### src/rtl/aclink_pkg.sv
package aclink_pkg;
  localparam int TAG_W      = 16;
  localparam int SLOT_W     = 20;
  localparam int NUM_SLOTS  = 12;
  localparam int FRAME_W    = TAG_W + SLOT_W * NUM_SLOTS;
  localparam int POS_W      = $clog2(FRAME_W);
  localparam int REG_AW     = 7;
  localparam int REG_DW     = 16;
  localparam int PCM_W      = SLOT_W;
  localparam int ID_W       = 2;
  localparam int REQ_W      = 10;
  localparam int REQ_LSB    = 2;
  localparam int TX_SLOTS   = 4;
  localparam int RX_KEEP    = TAG_W + SLOT_W * TX_SLOTS;
  localparam int IDLE_START = RX_KEEP;
  localparam int CMD_RSV_W  = SLOT_W - 1 - REG_AW;
  localparam int DATA_PAD_W = SLOT_W - REG_DW;

  localparam int TAG_READY  = 15;
  localparam int TAG_CMD_A  = 14;
  localparam int TAG_CMD_D  = 13;
  localparam int TAG_PCM_L  = 12;
  localparam int TAG_PCM_R  = 11;

  typedef struct packed {
    logic              rd;
    logic [REG_AW-1:0] addr;
    logic [REG_DW-1:0] data;
    logic [ID_W-1:0]   id;
  } cmd_t;

  typedef struct packed {
    logic [PCM_W-1:0] left;
    logic [PCM_W-1:0] right;
  } pcm_t;
endpackage

### src/rtl/aclink_frame_timer.sv
module aclink_frame_timer
  import aclink_pkg::*;
(
  input  logic             clk,
  input  logic             rst_n,
  output logic [POS_W-1:0] pos,
  output logic             frame_end,
  output logic             sync
);
  logic [POS_W-1:0] pos_q, pos_d;
  logic             sync_q, sync_d;

  always_comb begin
    frame_end = (pos_q == POS_W'(FRAME_W - 1));
    pos_d     = frame_end ? '0 : pos_q + 1'b1;
    sync_d    = (pos_d < POS_W'(TAG_W));
  end

  always_ff @(posedge clk or negedge rst_n) begin
    if (!rst_n) begin
      pos_q  <= POS_W'(FRAME_W - 1);
      sync_q <= 1'b0;
    end else begin
      pos_q  <= pos_d;
      sync_q <= sync_d;
    end
  end

  assign pos  = pos_q;
  assign sync = sync_q;
endmodule

### src/rtl/aclink_tx.sv
module aclink_tx
  import aclink_pkg::*;
(
  input  logic              clk,
  input  logic              rst_n,
  input  logic              frame_end,
  input  logic              cmd_valid,
  input  cmd_t              cmd_in,
  output logic              cmd_ready,
  input  logic              play_valid,
  input  pcm_t              play_in,
  output logic              play_ready,
  input  logic              rd_done,
  output logic              rd_pend,
  output logic [REG_AW-1:0] rd_pend_addr,
  output logic              sdata_out
);
  cmd_t               cmd_q;
  pcm_t               play_q;
  logic               cmd_full, cmd_full_d;
  logic               play_full, play_full_d;
  logic               pend_q, pend_d;
  logic [REG_AW-1:0]  pend_addr_q;
  logic [FRAME_W-1:0] sr_q, sr_d;
  logic               sdo_q, sdo_d;
  logic               cmd_acc, play_acc, rd_load;
  logic [TAG_W-1:0]   tag;
  logic [SLOT_W-1:0]  tx_slot [TX_SLOTS];
  logic [FRAME_W-1:0] frame;

  always_comb begin
    tag            = '0;
    tag[TAG_READY] = cmd_full | play_full;
    tag[TAG_CMD_A] = cmd_full;
    tag[TAG_CMD_D] = cmd_full & ~cmd_q.rd;
    tag[TAG_PCM_L] = play_full;
    tag[TAG_PCM_R] = play_full;
    tag[ID_W-1:0]  = cmd_full ? cmd_q.id : '0;
    tx_slot[0] = cmd_full ? {cmd_q.rd, cmd_q.addr, {CMD_RSV_W{1'b0}}} : '0;
    tx_slot[1] = (cmd_full && !cmd_q.rd) ? {cmd_q.data, {DATA_PAD_W{1'b0}}} : '0;
    tx_slot[2] = play_full ? play_q.left  : '0;
    tx_slot[3] = play_full ? play_q.right : '0;
  end

  assign frame[FRAME_W-1 -: TAG_W] = tag;

  for (genvar g = 0; g < NUM_SLOTS; g++) begin : g_slot
    localparam int MSB = FRAME_W - 1 - TAG_W - SLOT_W * g;
    if (g < TX_SLOTS) begin : g_used
      assign frame[MSB -: SLOT_W] = tx_slot[g];
    end else begin : g_idle
      assign frame[MSB -: SLOT_W] = '0;
    end
  end

  always_comb begin
    cmd_ready   = ~cmd_full & ~pend_q;
    play_ready  = ~play_full;
    cmd_acc     = cmd_valid & cmd_ready;
    play_acc    = play_valid & play_ready;
    rd_load     = frame_end & cmd_full & cmd_q.rd;
    cmd_full_d  = cmd_acc  ? 1'b1 : (frame_end ? 1'b0 : cmd_full);
    play_full_d = play_acc ? 1'b1 : (frame_end ? 1'b0 : play_full);
    if (rd_load)      pend_d = 1'b1;
    else if (rd_done) pend_d = 1'b0;
    else              pend_d = pend_q;
    if (frame_end) begin
      sdo_d = frame[FRAME_W-1];
      sr_d  = {frame[FRAME_W-2:0], 1'b0};
    end else begin
      sdo_d = sr_q[FRAME_W-1];
      sr_d  = {sr_q[FRAME_W-2:0], 1'b0};
    end
  end

  always_ff @(posedge clk or negedge rst_n) begin
    if (!rst_n) begin
      cmd_full    <= 1'b0;
      play_full   <= 1'b0;
      pend_q      <= 1'b0;
      pend_addr_q <= '0;
      cmd_q       <= '0;
      play_q      <= '0;
      sr_q        <= '0;
      sdo_q       <= 1'b0;
    end else begin
      cmd_full  <= cmd_full_d;
      play_full <= play_full_d;
      pend_q    <= pend_d;
      sr_q      <= sr_d;
      sdo_q     <= sdo_d;
      if (cmd_acc)  cmd_q       <= cmd_in;
      if (play_acc) play_q      <= play_in;
      if (rd_load)  pend_addr_q <= cmd_q.addr;
    end
  end

  assign rd_pend      = pend_q;
  assign rd_pend_addr = pend_addr_q;
  assign sdata_out    = sdo_q;
endmodule

### src/rtl/aclink_rx.sv
module aclink_rx
  import aclink_pkg::*;
(
  input  logic              clk,
  input  logic              rst_n,
  input  logic              sdata_in,
  input  logic [POS_W-1:0]  pos,
  input  logic              frame_end,
  input  logic              rd_pend,
  input  logic [REG_AW-1:0] rd_pend_addr,
  output logic [TAG_W-1:0]  rx_tag,
  output logic [REQ_W-1:0]  rx_slot_req,
  output logic              rec_valid,
  output logic [PCM_W-1:0]  rec_left,
  output logic [PCM_W-1:0]  rec_right,
  output logic              rd_valid,
  output logic [REG_DW-1:0] rd_data
);
  localparam int S1_LSB = RX_KEEP - TAG_W - SLOT_W;
  localparam int S2_LSB = S1_LSB - SLOT_W;
  localparam int S3_LSB = S2_LSB - SLOT_W;
  localparam int S4_LSB = S3_LSB - SLOT_W;

  logic               samp_q;
  logic [RX_KEEP-1:0] sr_q;
  logic               cap_en;
  logic [TAG_W-1:0]   tag_w;
  logic               rec_hit, rd_hit;

  always_ff @(negedge clk or negedge rst_n) begin
    if (!rst_n) samp_q <= 1'b0;
    else        samp_q <= sdata_in;
  end

  always_comb begin
    cap_en  = (pos < POS_W'(RX_KEEP));
    tag_w   = sr_q[RX_KEEP-1 -: TAG_W];
    rec_hit = tag_w[TAG_READY] & tag_w[TAG_PCM_L] & tag_w[TAG_PCM_R];
    rd_hit  = tag_w[TAG_READY] & tag_w[TAG_CMD_A] & tag_w[TAG_CMD_D] & rd_pend &
              (sr_q[S1_LSB + SLOT_W - 1 - REG_AW +: REG_AW] == rd_pend_addr);
  end

  always_ff @(posedge clk or negedge rst_n) begin
    if (!rst_n) begin
      sr_q        <= '0;
      rx_tag      <= '0;
      rx_slot_req <= '0;
      rec_valid   <= 1'b0;
      rec_left    <= '0;
      rec_right   <= '0;
      rd_valid    <= 1'b0;
      rd_data     <= '0;
    end else begin
      if (cap_en) sr_q <= {sr_q[RX_KEEP-2:0], samp_q};
      rec_valid <= frame_end & rec_hit;
      rd_valid  <= frame_end & rd_hit;
      if (frame_end) begin
        rx_tag      <= tag_w;
        rx_slot_req <= sr_q[S1_LSB + REQ_LSB +: REQ_W];
      end
      if (frame_end && rec_hit) begin
        rec_left  <= sr_q[S3_LSB +: PCM_W];
        rec_right <= sr_q[S4_LSB +: PCM_W];
      end
      if (frame_end && rd_hit) rd_data <= sr_q[S2_LSB + DATA_PAD_W +: REG_DW];
    end
  end
endmodule

### src/rtl/aclink_engine.sv
module aclink_engine
  import aclink_pkg::*;
(
  input  logic              bit_clk,
  input  logic              rst_n,
  output logic              sync,
  output logic              sdata_out,
  input  logic              sdata_in,
  input  logic              cmd_valid,
  output logic              cmd_ready,
  input  logic              cmd_write,
  input  logic [REG_AW-1:0] cmd_addr,
  input  logic [REG_DW-1:0] cmd_wdata,
  input  logic [ID_W-1:0]   cmd_codec_id,
  input  logic              play_valid,
  output logic              play_ready,
  input  logic [PCM_W-1:0]  play_left,
  input  logic [PCM_W-1:0]  play_right,
  output logic              rec_valid,
  output logic [PCM_W-1:0]  rec_left,
  output logic [PCM_W-1:0]  rec_right,
  output logic              rd_valid,
  output logic [REG_DW-1:0] rd_data,
  output logic [TAG_W-1:0]  rx_tag,
  output logic [REQ_W-1:0]  rx_slot_req
);
  logic              rst_meta_n, rst_sync_n;
  logic [POS_W-1:0]  pos;
  logic              frame_end;
  logic              rd_pend;
  logic [REG_AW-1:0] rd_pend_addr;
  cmd_t              cmd_in;
  pcm_t              play_in;

  always_ff @(posedge bit_clk or negedge rst_n) begin
    if (!rst_n) begin
      rst_meta_n <= 1'b0;
      rst_sync_n <= 1'b0;
    end else begin
      rst_meta_n <= 1'b1;
      rst_sync_n <= rst_meta_n;
    end
  end

  always_comb begin
    cmd_in.rd     = ~cmd_write;
    cmd_in.addr   = cmd_addr;
    cmd_in.data   = cmd_wdata;
    cmd_in.id     = cmd_codec_id;
    play_in.left  = play_left;
    play_in.right = play_right;
  end

  aclink_frame_timer u_timer (
    .clk       (bit_clk),
    .rst_n     (rst_sync_n),
    .pos       (pos),
    .frame_end (frame_end),
    .sync      (sync)
  );

  aclink_tx u_tx (
    .clk          (bit_clk),
    .rst_n        (rst_sync_n),
    .frame_end    (frame_end),
    .cmd_valid    (cmd_valid),
    .cmd_in       (cmd_in),
    .cmd_ready    (cmd_ready),
    .play_valid   (play_valid),
    .play_in      (play_in),
    .play_ready   (play_ready),
    .rd_done      (rd_valid),
    .rd_pend      (rd_pend),
    .rd_pend_addr (rd_pend_addr),
    .sdata_out    (sdata_out)
  );

  aclink_rx u_rx (
    .clk          (bit_clk),
    .rst_n        (rst_sync_n),
    .sdata_in     (sdata_in),
    .pos          (pos),
    .frame_end    (frame_end),
    .rd_pend      (rd_pend),
    .rd_pend_addr (rd_pend_addr),
    .rx_tag       (rx_tag),
    .rx_slot_req  (rx_slot_req),
    .rec_valid    (rec_valid),
    .rec_left     (rec_left),
    .rec_right    (rec_right),
    .rd_valid     (rd_valid),
    .rd_data      (rd_data)
  );
endmodule

### config.mk
export PLATFORM = sky130hd
export DESIGN_NAME = aclink_engine
export DESIGN_NICKNAME = d
export VERILOG_FILES = /design/src/rtl/aclink_pkg.sv /design/src/rtl/aclink_frame_timer.sv /design/src/rtl/aclink_tx.sv /design/src/rtl/aclink_rx.sv /design/src/rtl/aclink_engine.sv
export SDC_FILE = /design/constraint.sdc
export NUM_CORES = 1
export LEC_CHECK = 0
export ABC_CLOCK_PERIOD_IN_PS = 15900
export BUFFER_PORTS_ARGS = -buffer_cell sky130_fd_sc_hd__buf_2
export CAP_MARGIN = 20
export CORE_ASPECT_RATIO = 1.2
export CORE_MARGIN = 1
export CORE_UTILIZATION = 62
export DETAILED_ROUTE_END_ITERATION = 10
export GPL_ROUTABILITY_DRIVEN = 0
export PLACE_DENSITY_LB_ADDON = 0.05
export RECOVER_POWER = 25
export SYNTH_ARGS = -nofsm -noshare
export SYNTH_HDL_FRONTEND = slang
export SYNTH_HIERARCHICAL = 1
export SYNTH_SLANG_ARGS = --single-unit
### constraint.sdc
create_clock -name bit_clk -period 15.9 [get_ports bit_clk]
set_input_delay 3.18 -clock bit_clk [delete_from_list [all_inputs] [get_ports bit_clk]]
set_output_delay 3.18 -clock bit_clk [all_outputs]
set_load 0.02 [all_outputs]
Word level (Yosys, flattened, before mapping)
Index checks and enable logic that the tools add are counted.
- register bits after elaboration: 525
- bits of input ports: 71
- output and inout bits: 88
- logic and storage cells: 70
- add/sub/neg operators: 1
- $lt $le $gt $ge: 2
- equality and inequality tests: 2
- multiplexer cells: 13
- bitwise gates (word level): 20
- reductions and logical operators: 7
- operator list (cell ; count):
    $mux W256 ; 1
    $mux W20 ; 4
    $and A1 B1 Y1 ; 14
    $add A8 B1 Y8 const B ; 1
    $eq A8 B8 Y1 const B ; 1
    $lt A8 B5 Y1 const B ; 1
    $lt A8 B7 Y1 const B ; 1
    $mux W8 ; 1
    $eq A7 B7 Y1 ; 1
    $mux W1 ; 6
    $reduce_bool A2 Y1 ; 3
    $not A1 Y1 ; 5
    $logic_and A1 B1 Y1 ; 3
    $mux W2 ; 1
    $logic_not A1 Y1 ; 1
    $or A1 B1 Y1 ; 1

Logic depth before layout (Yosys ltp)
- word-level depth: 5
- mapped depth: 9

Modules after synthesis
Netlist, hierarchy kept.
- by module, submodules not included (module ; times used ; cells an instance ; area an instance (um^2) ; sequential area each (um^2)):
    aclink_rx ; 1 ; 477 ; 6761.5 ; 4529.3
    aclink_tx ; 1 ; 406 ; 6328.6 ; 4304.1
    aclink_frame_timer ; 1 ; 35 ; 420.4 ; 235.2
    aclink_engine ; 1 ; 4 ; 57.6 ; 50.0

==> results.md <==
* CTS tree: yes
* First-pass DRT Iterations at 4
* Syn Inst Count at 922
* Residual DRC count at 0
* Htree depth at 2
* EDFF count, synth at 0
* Reg2Reg Depth at 0
* Core Footprint at 21200 um^2
* Hold WC Path Type: reg2reg
* Worst Hold End: rst_sync_n
* Top cells by count, synth: 355 x dfrtp_1, 189 x mux2_2, 140 x nand2_1
* Die outline width at 137 um
* Fraction of registers with async set or reset after synthesis at 100%
* Share of layout cells above drive strength 1 at 39.8%
* Top FF cell, synth: dfrtp_1
* Net Count, Synth at 994
* Die ar. at 22500 um^2
* Top delay family on crit path: buffers and inverters
* Hold Buf Count CTS at 0
* Post-Synthesis Cell Area at 13600 um^2
* Gr usage total at 21.7%
* Pwr Total at 0.00193 W
* Count leader, synth: dfrtp_1
* Yosys synthesis warning count at 6
* CTS max path bufs at 3
* Crit path largest cell delay at 100 ps
* Setup-failing EPs final at 0
* Setup_tns at 0 ps
* Leak at 8.07 nW
* Startpoint types: input pin
* Filler cell count at 1424
* Max IR drop VDD at 0.115 mV
* Final #Nets at 1151
* Multi-input logic area at 4120 um^2
* Antenna violations before repair at 0
* Critical Path Source: sdata_in
* ANT cells at 0
* Number of post-CTS setup repair buffers at 0
* Worst Skew at 13.3 ps
* Reg clk slew, reported paths at 60 ps
* Detail-routed via count per cell at 5.49
* Final hold violations at 0
* Post-route ant nets at 0
* Total clock sinks at 364
* Critical Path RT at 8320 ps
* Crit path max-delay cell type: buf_2
* Port bufs at 158
* Avg Inst Size Synth at 14.7 um^2
* Area grow syn2layout at 15.4%
* Io pins at 159
* Largest area contributor in the netlist: dfrtp_1
* Drt total wl at 23000 um
* DRT iter0 DRCs at 340
* Largest net degree at the start of global routing at 194
* CP cell instances: buf_2
* Failing checks: max-capacitance violations, max-slew violations
* Flop2flop setup slack at 6370 ps
* Initial Util at 64.0%
* FP Rows at 58
* Reg2reg start: rst_sync_n
* PwrDens at 123 nW/um^2
* Area contributors post-synth: dfrtp_1 65%, mux2_2 16%, nand2_1 3.9%
* Clock Latency Late Sink at 510 ps
* Vias in the first global route at 7648
* Max cap viols at 5
* Top cell type's share of synthesized area at 65.5%
* Status: finished, violations left
* Dpl hpwl at 13700 um
* Actual transition at the worst max-transition pin at 3830 ps
* Seq cells post-synth at 364
* Slew headroom at -155%
* Synth unique cells at 40
* Gates resized, CTS repair at 0
* WL/cell at 16.8 um
* Worst path arrival time at 3280 ps
* Worst Setup End Kind: flop
* Core Util, Final at 73.9%
* Crit Path Class: in2reg
* Worst R2R End: u_rx/samp_q
* Crit-path max FO at 1
* CTS buffer count at 36
* First-pass GRT wire length at 38600 um
* GRT overflow at 0
* RSZ-0062 raised after global routing: false
* Register Area at 9120 um^2
* Clk root buf: clkbuf_16
* Sequential share of the synthesized area at 67.2%
* Vias at 7542
* CP bufs+invs at 1
* Hold Path Stages at 0
* Slew Viols, Final at 272
* Die H at 164 um
* Hold Crit Start: rst_meta_n
layer usage:
layer  part of all wire [%]  GRT usage (%)  vias up
met1                     45           30.8     3899
met3                    4.1           4.38       30
met4                    1.5           5.79        0
met2                     50           34.5      141
met5                      0              0        -
li1                       -              -     3472
flip-flops by register name, indices dropped and copies added, names as in the netlist, 7 cells and up:
signal / cells
u_tx/cmd_q: 26
u_tx/rd_pend_addr: 7
u_rx/rd_data: 16
u_rx/rx_slot_req: 10
u_rx/rx_tag: 16
u_tx/play_q: 40
u_rx/sr_q: 96
u_rx/rec_left: 20
u_rx/rec_right: 20
u_timer/pos: 8
u_tx/sr_q: 95
metrics by stage:
step	cell area, um^2	hold slack, ps	std cells	worst slack [ps]
floorplan	13600	331	922	2210
global placement	14500	327	1309	4520
detailed placement	14600	328	1311	4520
CTS	15700	345	1373	5050
global route	15700	368	1373	5050
finish	15700	350	1373	5040
where the power goes:
group          internal [W]  total (W)  switching, W
sequential         0.000988    0.00102     0.0000368
clock              0.000484   0.000811      0.000327
combinational     0.0000542  0.0000905     0.0000362
total               0.00153    0.00193      0.000400
how the worst max path moves through the flow:
stage | end | slack, ps | cells after the start
final | u_rx/samp_q | 5040 | 1
after global routing | u_rx/samp_q | 5050 | 1
after CTS | u_rx/samp_q | 5050 | 1
after detailed placement | u_rx/samp_q | 4520 | 1
after global placement | u_rx/samp_q | 4520 | 1
after floorplan | u_rx/samp_q | 2210 | 0
layout by cell type (no fill, tap or decap), types with 9 or more instances in the layout:
cell	count
dfrtp_1	355
mux2_2	189
buf_2	158
nand2_1	140
a22o_1	47
clkbuf_16	37
nor2b_1	26
mux2_4	19
clkbuf_1	17
o2bb2ai_1	16
xnor2_1	9
final cells by class:
cell class / count / share of cell area, %
Sequential cell: 364 / 58.2
Multi-Input combinational cell: 499 / 26.3
Clock buffer: 55 / 6.66
Timing Repair Buffer: 171 / 5.87
Tap cell: 270 / 2.16
Clock inverter: 7 / 0.567
Inverter: 7 / 0.168
cells by family after synthesis:
kind of cell | Yosys count | synth area share, %
flip-flops | 364 | 67.2
multiplexers | 211 | 18.0
AO/OA/AOI/OAI | 81 | 4.92
buffers and inverters | 59 | 2.50
adder cells (fa/ha/maj) | 1 | 0.0922
other | 1 | 0.0276
AND/OR/NAND/NOR | 194 | 6.51
XOR/XNOR | 11 | 0.710
No activity file was read; power rests on OpenSTA's default activity.
